$ cat src/rtl/smt_pkg.sv
`timescale 1ns/1ps
package smt_pkg;

    localparam int BYTE_W = 8;
    localparam int BIT_CNT_W = 4;

    typedef enum logic [2:0] {
        ST_IDLE,
        ST_DEV,
        ST_WORD,
        ST_WDATA,
        ST_ACK,
        ST_RDATA,
        ST_MACK,
        ST_IGNORE
    } st_e;

    typedef struct packed {
        logic scl_rise;
        logic scl_fall;
        logic start;
        logic stop;
        logic sda;
    } bus_ev_t;

    function automatic logic is_rx_state(st_e s);
        return (s == ST_DEV) || (s == ST_WORD) || (s == ST_WDATA);
    endfunction

endpackage

$ cat src/rtl/smt_bus_front.sv
`timescale 1ns/1ps
module smt_bus_front
    import smt_pkg::*;
#(
    parameter int SYNC_N = 2
) (
    input  logic    clk,
    input  logic    rst,
    input  logic    scl_in,
    input  logic    sda_in,
    input  logic    wp_in,
    output bus_ev_t ev,
    output logic    wp_s
);

    localparam int CHAIN = SYNC_N + 1;

    logic [CHAIN-1:0] scl_q;
    logic [CHAIN-1:0] sda_q;
    logic [SYNC_N-1:0] wp_q;

    always_ff @(posedge clk) begin
        if (rst) begin
            scl_q <= '1;
            sda_q <= '1;
            wp_q  <= '0;
        end else begin
            scl_q <= {scl_q[CHAIN-2:0], scl_in};
            sda_q <= {sda_q[CHAIN-2:0], sda_in};
            wp_q  <= {wp_q[SYNC_N-2:0], wp_in};
        end
    end

    logic scl_now, scl_old, sda_now, sda_old;
    assign scl_now = scl_q[SYNC_N-1];
    assign scl_old = scl_q[SYNC_N];
    assign sda_now = sda_q[SYNC_N-1];
    assign sda_old = sda_q[SYNC_N];
    assign wp_s    = wp_q[SYNC_N-1];

    always_comb begin
        ev.scl_rise = scl_now & ~scl_old;
        ev.scl_fall = ~scl_now & scl_old;
        ev.start    = scl_now & scl_old & sda_old & ~sda_now;
        ev.stop     = scl_now & scl_old & ~sda_old & sda_now;
        ev.sda      = sda_now;
    end

endmodule

$ cat src/rtl/smt_addr_reg.sv
`timescale 1ns/1ps
module smt_addr_reg #(
    parameter int AW = 8,
    parameter int PW = 4
) (
    input  logic          clk,
    input  logic          rst,
    input  logic          ld,
    input  logic [AW-1:0] ld_val,
    input  logic          inc_pg,
    input  logic          inc_all,
    output logic [AW-1:0] addr
);

    always_ff @(posedge clk) begin
        if (rst)
            addr <= '0;
        else if (ld)
            addr <= ld_val;
        else if (inc_pg)
            addr <= {addr[AW-1:PW], addr[PW-1:0] + 1'b1};
        else if (inc_all)
            addr <= addr + 1'b1;
    end

    // a page-mode step never touches the page number
    a_r5_page_upper_held: assert property (@(posedge clk) disable iff (rst)
        (inc_pg && !ld) |=> addr[AW-1:PW] == $past(addr[AW-1:PW]));

    // the read pointer rolls over from the top of the array to zero
    a_r8_full_wraps: assert property (@(posedge clk) disable iff (rst)
        (inc_all && !ld && !inc_pg && addr == {AW{1'b1}}) |=> addr == '0);

endmodule

$ cat src/rtl/ser_mem_target.sv
`timescale 1ns/1ps
module ser_mem_target
    import smt_pkg::*;
#(
    parameter int          ADDR_W = 8,
    parameter int          PAGE_W = 4,
    parameter int          SYNC_N = 2,
    parameter logic [6:0]  DEV_ID = 7'b1010000
) (
    input  logic              clk,
    input  logic              rst,
    input  logic              scl_in,
    input  logic              sda_in,
    input  logic              wp_in,
    input  logic              busy_in,
    output logic              sda_oe,
    output logic [ADDR_W-1:0] rd_addr,
    input  logic [BYTE_W-1:0] rd_data,
    output logic              stg_we,
    output logic              stg_first,
    output logic [ADDR_W-1:0] stg_addr,
    output logic [BYTE_W-1:0] stg_data,
    output logic              commit
);

    localparam logic [BIT_CNT_W-1:0] LAST_RX = BIT_CNT_W'(BYTE_W);
    localparam logic [BIT_CNT_W-1:0] LAST_TX = BIT_CNT_W'(BYTE_W - 1);

    bus_ev_t ev;
    logic    wp_s;

    smt_bus_front #(.SYNC_N(SYNC_N)) u_front (
        .clk    (clk),
        .rst    (rst),
        .scl_in (scl_in),
        .sda_in (sda_in),
        .wp_in  (wp_in),
        .ev     (ev),
        .wp_s   (wp_s)
    );

    st_e                  st, nxt;
    logic [BIT_CNT_W-1:0] cnt;
    logic [BYTE_W-1:0]    sh;
    logic                 oe;
    logic                 first;
    logic                 dirty;
    logic                 wp_lat;
    logic                 m_ack;
    logic [ADDR_W-1:0]    addr;

    // Byte boundary: eighth bit clocked, SCL now falling into the ack slot
    logic byte_end;
    logic data_ok;
    logic load_rd;
    logic a_ld, a_inc_pg;

    assign byte_end = ev.scl_fall && (cnt == LAST_RX) && is_rx_state(st);
    assign data_ok  = !(first && wp_lat);
    assign load_rd  = ev.scl_fall &&
                      (((st == ST_ACK) && (nxt == ST_RDATA)) || ((st == ST_MACK) && m_ack));
    assign a_ld     = byte_end && (st == ST_WORD);
    assign a_inc_pg = byte_end && (st == ST_WDATA) && data_ok;

    smt_addr_reg #(.AW(ADDR_W), .PW(PAGE_W)) u_addr (
        .clk     (clk),
        .rst     (rst),
        .ld      (a_ld),
        .ld_val  (sh[ADDR_W-1:0]),
        .inc_pg  (a_inc_pg),
        .inc_all (load_rd),
        .addr    (addr)
    );

    always_ff @(posedge clk) begin
        if (rst) begin
            st        <= ST_IDLE;
            nxt       <= ST_IDLE;
            cnt       <= '0;
            sh        <= '0;
            oe        <= 1'b0;
            first     <= 1'b0;
            dirty     <= 1'b0;
            wp_lat    <= 1'b0;
            m_ack     <= 1'b0;
            stg_we    <= 1'b0;
            stg_first <= 1'b0;
            stg_addr  <= '0;
            stg_data  <= '0;
            commit    <= 1'b0;
        end else begin
            stg_we <= 1'b0;
            commit <= 1'b0;
            if (ev.stop) begin
                st     <= ST_IDLE;
                oe     <= 1'b0;
                commit <= dirty;
                dirty  <= 1'b0;
            end else if (ev.start) begin
                st    <= ST_DEV;
                cnt   <= '0;
                oe    <= 1'b0;
                dirty <= 1'b0;
            end else begin
                unique case (st)
                    ST_DEV, ST_WORD, ST_WDATA: begin
                        if (ev.scl_rise && cnt != LAST_RX) begin
                            sh  <= {sh[BYTE_W-2:0], ev.sda};
                            cnt <= cnt + 1'b1;
                        end else if (byte_end) begin
                            cnt <= '0;
                            if (st == ST_DEV) begin
                                if (sh[7:1] == DEV_ID && !busy_in) begin
                                    oe  <= 1'b1;
                                    st  <= ST_ACK;
                                    nxt <= sh[0] ? ST_RDATA : ST_WORD;
                                end else begin
                                    st <= ST_IGNORE;
                                end
                            end else if (st == ST_WORD) begin
                                oe    <= 1'b1;
                                st    <= ST_ACK;
                                nxt   <= ST_WDATA;
                                first <= 1'b1;
                            end else if (data_ok) begin
                                oe        <= 1'b1;
                                st        <= ST_ACK;
                                nxt       <= ST_WDATA;
                                stg_we    <= 1'b1;
                                stg_first <= first;
                                stg_addr  <= addr;
                                stg_data  <= sh;
                                dirty     <= 1'b1;
                                first     <= 1'b0;
                            end else begin
                                st <= ST_IGNORE;
                            end
                        end
                    end
                    ST_ACK: begin
                        if (ev.scl_fall) begin
                            oe  <= 1'b0;
                            st  <= nxt;
                            cnt <= '0;
                            if (first)
                                wp_lat <= wp_s;
                            if (nxt == ST_RDATA) begin
                                sh <= rd_data;
                                oe <= ~rd_data[BYTE_W-1];
                            end
                        end
                    end
                    ST_RDATA: begin
                        if (ev.scl_fall) begin
                            if (cnt == LAST_TX) begin
                                oe  <= 1'b0;
                                st  <= ST_MACK;
                                cnt <= '0;
                            end else begin
                                sh  <= {sh[BYTE_W-2:0], 1'b0};
                                oe  <= ~sh[BYTE_W-2];
                                cnt <= cnt + 1'b1;
                            end
                        end
                    end
                    ST_MACK: begin
                        if (ev.scl_rise) begin
                            m_ack <= ~ev.sda;
                        end else if (ev.scl_fall) begin
                            if (m_ack) begin
                                st  <= ST_RDATA;
                                sh  <= rd_data;
                                oe  <= ~rd_data[BYTE_W-1];
                                cnt <= '0;
                            end else begin
                                st <= ST_IGNORE;
                            end
                        end
                    end
                    default: ;
                endcase
            end
        end
    end

    assign sda_oe  = oe;
    assign rd_addr = addr;

    // the data line moves only after a clock fall or a bus condition
    a_r3_oe_after_fall: assert property (@(posedge clk) disable iff (rst)
        !$stable(oe) |-> $past(ev.scl_fall || ev.start || ev.stop));

    // an address byte ending while busy leaves SDA released
    a_r6_busy_no_ack: assert property (@(posedge clk) disable iff (rst)
        (byte_end && st == ST_DEV && busy_in) |=> !sda_oe);

    // a commit pulse follows only a STOP
    a_r4_commit_on_stop: assert property (@(posedge clk) disable iff (rst)
        commit |-> $past(ev.stop));

    // the opening byte of a write is never staged under protection
    a_r10_wp_blocks_stage: assert property (@(posedge clk) disable iff (rst)
        (stg_we && stg_first) |-> !wp_lat);

endmodule

$ cat config.mk
export PLATFORM = sky130hd
export DESIGN_NAME = ser_mem_target
export DESIGN_NICKNAME = d
export VERILOG_FILES = /design/src/rtl/smt_pkg.sv /design/src/rtl/smt_bus_front.sv /design/src/rtl/smt_addr_reg.sv /design/src/rtl/ser_mem_target.sv
export SDC_FILE = /design/constraint.sdc
export NUM_CORES = 1
export LEC_CHECK = 0
export ABC_AREA = 1
export BUFFER_PORTS_ARGS = -buffer_cell sky130_fd_sc_hd__buf_2
export CAP_MARGIN = 20
export CORE_UTILIZATION = 50
export DETAILED_ROUTE_END_ITERATION = 7
export GPL_ROUTABILITY_DRIVEN = 1
export HOLD_SLACK_MARGIN = 0.08
export PLACE_DENSITY = 0.74
export SLEW_MARGIN = 20
export SYNTH_ARGS = -nofsm -noshare
export SYNTH_HDL_FRONTEND = slang
export SYNTH_SLANG_ARGS = --single-unit
$ cat constraint.sdc
create_clock -name clk -period 3.85 [get_ports clk]
set_clock_uncertainty 0.1 [all_clocks]
set_input_delay 0.77 -clock clk [delete_from_list [all_inputs] [get_ports clk]]
set_output_delay 0.77 -clock clk [all_outputs]
set_load 0.1 [all_outputs]
=== Word-level counts from Yosys, hierarchy flattened ===
Cells that the tools add are included.

* Bits in registers: 58
* Latch bits: 0
* Bits in writable memories: 0
* ROM bits: 0
* Output and inout port bits: 28
* Logic and storage cells: 176
* Memories: 0

* Add/subtract/negate cells: 3
* Multiply operators: 0
* Div/mod/pow operators: 0
* Magnitude comparators: 0
* Equal/unequal tests: 37
* Shift operators: 0
* Multiplexer cells: 58
* Bitwise operators: 21
* Reductions and logical operators: 37

{| class="wikitable"
|+ Operator list
! kind !! number
|-
| $mux 8 || 11
|-
| $mux 3 || 13
|-
| $mux 4 || 9
|-
| $pmux 8 s4 || 1
|-
| $reduce_and 8->1 || 4
|-
| $ne 3x3->1 const B || 9
|-
| $ne 2x2->1 const B || 11
|-
| $mux 1 || 17
|-
| $pmux 4 s4 || 1
|-
| $not 1->1 || 14
|-
| $reduce_and 7->1 || 2
|-
| $eq 3x3->1 const B || 4
|-
| $ne 4x4->1 const B || 3
|-
| $pmux 3 s4 || 1
|-
| $logic_and 1x1->1 || 11
|-
| $reduce_and 11->1 || 1
|-
| $reduce_and 10->1 || 1
|-
| $add 4x1->4 const B || 2
|-
| $add 8x1->8 const B || 1
|-
| $mux 2 || 4
|-
| $reduce_or 8->1 || 1
|-
| $and 1x1->1 || 7
|-
| $eq 7x7->1 const B || 1
|-
| $eq 3x2->1 const B || 2
|-
| 18 further kinds || 25
|}

=== Logic depth before layout (Yosys ltp) ===
* Word-level depth: 8
* Gate-level depth with buffers: 13

=== Hierarchy ===
From an unflattened synthesis, not the netlist that was laid out.

* Cell total of the unflattened synthesis: 491
* Area, all modules: 3089.2 µm²

{| class="wikitable"
|+ Modules (own cells, without submodules)
! module !! instances !! cells each !! area an instance (µm²)
|-
| ser_mem_target || 1 || 370 || 2290.9
|-
| smt_addr_reg || 1 || 90 || 538.0
|-
| smt_bus_front || 1 || 31 || 260.2
|}

=== Worst setup path before layout ===
No wires, ideal clock.

* Path kind: reg-to-reg
* From: reg u_addr.addr[0]
* To: reg u_addr.addr[6]
* Setup time: 0.120 ns
* Arrival time: 1.948 ns
* Path slack: 1.682 ns
* Cell stages (with the launch flop): 9
* Path buffers: 0
* Clock period less this slack: 2.168 ns
* Cell sequence: dfxtp_1 > ha_1 > nand3_1 > nor2_1 > nand3_1 > nand3_1 > o21ai_1 > nor2_1 > nor2_1

* Word-level cells in the longest chain between the ends: 4

{| class="wikitable"
|+ RTL lines
! item !! line !! RTL
|-
| start: declaration || smt_addr_reg.sv:12 || <nowiki>output logic [AW-1:0] addr</nowiki>
|-
| start signal: assignment || smt_addr_reg.sv:19 || <nowiki>addr <= ld_val;</nowiki>
|-
| start signal: assignment || smt_addr_reg.sv:21 || <nowiki>addr <= {addr[AW-1:PW], addr[PW-1:0] + 1'b1};</nowiki>
|-
| start signal: assignment || smt_addr_reg.sv:23 || <nowiki>addr <= addr + 1'b1;</nowiki>
|-
| $add 8x1->8 || smt_addr_reg.sv:23 ||
|-
| $mux 8 || smt_addr_reg.sv:22 || <nowiki>else if (inc_all)</nowiki>
|-
| $mux 8 || smt_addr_reg.sv:20 || <nowiki>else if (inc_pg)</nowiki>
|-
| $mux 8 || smt_addr_reg.sv:18 || <nowiki>else if (ld)</nowiki>
|}

No other way between the ends. The select of a mux whose other input is x is not followed.
A chain may end at the register's enable or synchronous reset.

=== Final worst setup path ===
* From: reg cnt[0]
* To: reg u_addr.addr[7]

* Word-level cells in the longest chain between the ends: 7
* Elaborated cells on any way between the ends: 10
* Those cells by class: 2 x eq/ne; 1 x mux; 7 x reduce/logical

{| class="wikitable"
|+ RTL lines
! item !! line !! RTL
|-
| start: declaration || ser_mem_target.sv:43 || <nowiki>logic [BIT_CNT_W-1:0] cnt;</nowiki>
|-
| start signal: assignment || ser_mem_target.sv:109 || <nowiki>cnt <= cnt + 1'b1;</nowiki>
|-
| start signal: assignment || ser_mem_target.sv:162 || <nowiki>cnt <= cnt + 1'b1;</nowiki>
|-
| $eq 4x4->1 (*) || ser_mem_target.sv:58 || <nowiki>assign byte_end = ev.scl_fall && (cnt == LAST_RX) && is_rx_state(st);</nowiki>
|-
| $logic_and 1x1->1 (*) (2 in a row) || ser_mem_target.sv:58 ||
|-
| $logic_and 1x1->1 (2 in a row) || ser_mem_target.sv:63 || <nowiki>assign a_inc_pg = byte_end && (st == ST_WDATA) && data_ok;</nowiki>
|-
| $ne 2x2->1 (no line) || - ||
|-
| $reduce_and 2->1 (no line) || - ||
|}

Every way passes the cells marked *; elsewhere a longest branch is shown, timed or not.

==> metrics <==
most used cell, CP=nand2_1; Worst-Skew Late Latency=0.34 ns; final core utilization=0.618; global-route wire length before repair=between 10000 and 15000 µm; Root Driver=clkbuf_8; synthesized area=roughly 3000 µm²; Finished Layout Cells=approximately 570; Worst-Margin Slew=approximately 1 ns; H-tree depth=3; CP bufs+invs=1; slowest CP cell=nor2_4; clk sink count=58; GPL Wtd Cong=around 0.87; Peak supply drop=429 µV; Cells after DPL=555; placed cell areas=~3200 µm²; total wire length=roughly 7500 µm; max-slew violation count=0; Routed WL per cell=between 10 and 15 µm; Clock Path Buffers=2; Synth Instances=454; grt total ovfl=0; Core ar.=~5600 µm²; hold_buf cts=0; final setup violation count=0; Top delay family on crit path=simple AND/OR/NAND/NOR gates; crit path kind=reg -> reg; Post-synth ARST share=0; width of the die=about 80 µm; final-stage net count=around 500; WHS=approximately 0.31 ns; Worst Path Max Fanout=23; largest net degree at the start of global routing=between 40 and 50; initial cell density of the core=0.533; Setup crit start kind=flop; sequential element share of the synthesized area=0.386; crit end category=flop; First-pass DRT Iterations=5; Die Y-Extent=79.5 µm; Die Area=~6300 µm²; fraction of layout cells with a size suffix above 1=0.172; worst hold path type=reg -> reg; Pwr per Cell Area=~710 nW/µm²; crit path DAT=~2.7 ns; Placement Rows=27; Slew HR=0.332; syn avg cell area=6.62 µm²; CTS tree=done; total negative slack=0 ns; status=complete, no violations; diode count=0; Crit path required time=approximately 4.0 ns; Total GRT Usage=0.254; Port Buffers=a little over 40; worst path cell trace=inv_1, ha_1, nand2_1, nor2_1, nand2_1, nor2_4, nand3_2, nand2_1, o21ai_0, a21oi_1; fin crit share=0.649; count of cell types in the netlist=31; Peak Freq=400 MHz; Post-synth top flop=dfxtp_1; vias in the first global route=about 2700; # IOs=42; final hold viol count=0; Period minus WS final=around 2.5 ns; Syn. warnings=0; vias post-DR=approximately 3000; final instance area=about 3500 µm²; CP peak stage delay=between 0.4 and 0.5 ns; clk slew on worst S/H paths=~0.070 ns; DRT iter0 DRCs=just under 300; # DRC=0; EDFF count, synth=0; # Post-CTS Setup Buffers=0; syn nets=about 470; Post-DRT Antenna Nets=0; flops & latches, synth=slightly below 60; CTS Buf Count=9; area delta synth->final=15.9%; total leakage power=between 1.5 and 2 nW; DR vias/cell=between 5 and 6; max-cap viol count=0; Resize count post-CTS=0; initial antenna violation count=0; RSZ-0062 raised after global routing=no; DP Wirelength=5390 µm
[final cells by class]
cell class | count | area [µm²]
Multi-Input combinational cell | 323 | 1560
Inverter | 61 | 229
Fill cell | 531 | 2160
Clock buffer | 9 | 124
Tap cell | 72 | 90.1
Clock inverter | 7 | 116
Sequential cell | 58 | 1160
Timing Repair Buffer | 41 | 205
[cells in the final DEF (no fill, tap or decap), types with 3 or more instances in the layout]
cell type / Yosys / layout
a21oi_1: 33 / 33
buf_2: 3 / 41
bufinv_16: 0 / 3
clkbuf_8: 0 / 9
dfxtp_1: 58 / 58
ha_1: 3 / 3
inv_1: 53 / 52
inv_2: 7 / 7
nand2_1: 93 / 93
nand3_1: 21 / 21
nand3_2: 3 / 3
nand4_1: 11 / 11
nor2_1: 81 / 81
nor2_2: 3 / 3
nor3_1: 4 / 4
o21ai_0: 35 / 35
o21ai_1: 15 / 15
or2_2: 5 / 5
[worst paths after layout]
kind | from | to | slack [ns] | cells after the start
setup reg to reg | cnt[0] | u_addr.addr[7] | 1.35 | 10
hold / removal | u_front.scl_q[0] | u_front.scl_q[1] | 0.31 | 1
setup / recovery | cnt[0] | u_addr.addr[7] | 1.35 | 10
hold reg to reg | u_front.scl_q[0] | u_front.scl_q[1] | 0.31 | 1
[where the power goes]
part / switching (mW) / internal, mW
Combinational: 0.696 / 0.302
Sequential: 0.109 / 0.685
Clock: 0.255 / 0.429
Total: 1.06 / 1.42
[flip-flops by register name (all words and copies together), names as in the netlist]
name,flops
stg_first,1
st,3
nxt,3
u_front.sda_q,3
wp_lat,1
u_front.wp_q,2
commit,1
stg_we,1
m_ack,1
cnt,4
dirty,1
sda_oe,1
stg_addr,8
u_front.scl_q,3
stg_data,8
u_addr.addr,8
first,1
sh,8
[synthesized netlist by cell type, types with 4 or more instances]
master     n  area [µm²]
nor2_1    81         304
o21ai_1   15        75.1
inv_2      7        26.3
o21ai_0   35         175
nand2_1   93         349
nand3_1   21         105
inv_1     53         199
nand4_1   11        68.8
nor3_1     4        20.0
dfxtp_1   58        1160
a21oi_1   33         165
or2_2      5        31.3
clkbuf_1   7        26.3
[worst register-to-register path, stage by stage (launching register included)]
cell	delay [ns]
dfxtp_1	0.36
inv_1	0.08
ha_1	0.15
nand2_1	0.06
nor2_1	0.13
nand2_1	0.13
nor2_4	0.45
nand3_2	0.38
nand2_1	0.32
o21ai_0	0.12
a21oi_1	0.16
[per-layer routing]
| metal | GRT usage | share of wire | vias up |
|---|---|---|---|
| li1 | - | - | 1547 |
| met3 | 0.0549 | 0.063 | 16 |
| met4 | 0.0982 | 0.020 | 0 |
| met5 | 0 | 0 | - |
| met1 | 0.363 | 0.49 | 1383 |
| met2 | 0.369 | 0.42 | 97 |
[metrics by stage]
| stage | setup WS (ns) | power (mW) |
|---|---|---|
| floorplan | 1.68 | 1.58 |
| global placement | 1.47 | 1.76 |
| detailed placement | 1.39 | 1.78 |
| CTS | 1.37 | 2.46 |
| global route | 1.06 | 2.65 |
| finish | 1.35 | 2.48 |
[cell families after synthesis]
kind of cell | Yosys count | share of synthesized area
DFF | 58 | 0.386
and+or+nand+nor | 229 | 0.346
AOI/OAI and AO/OA | 89 | 0.154
xor gates and xnor gates | 2 | 0.00583
buffers and inverters | 73 | 0.0949
adders and majority gates | 3 | 0.0125
Note: power is estimated with default switching activity, not from simulation.
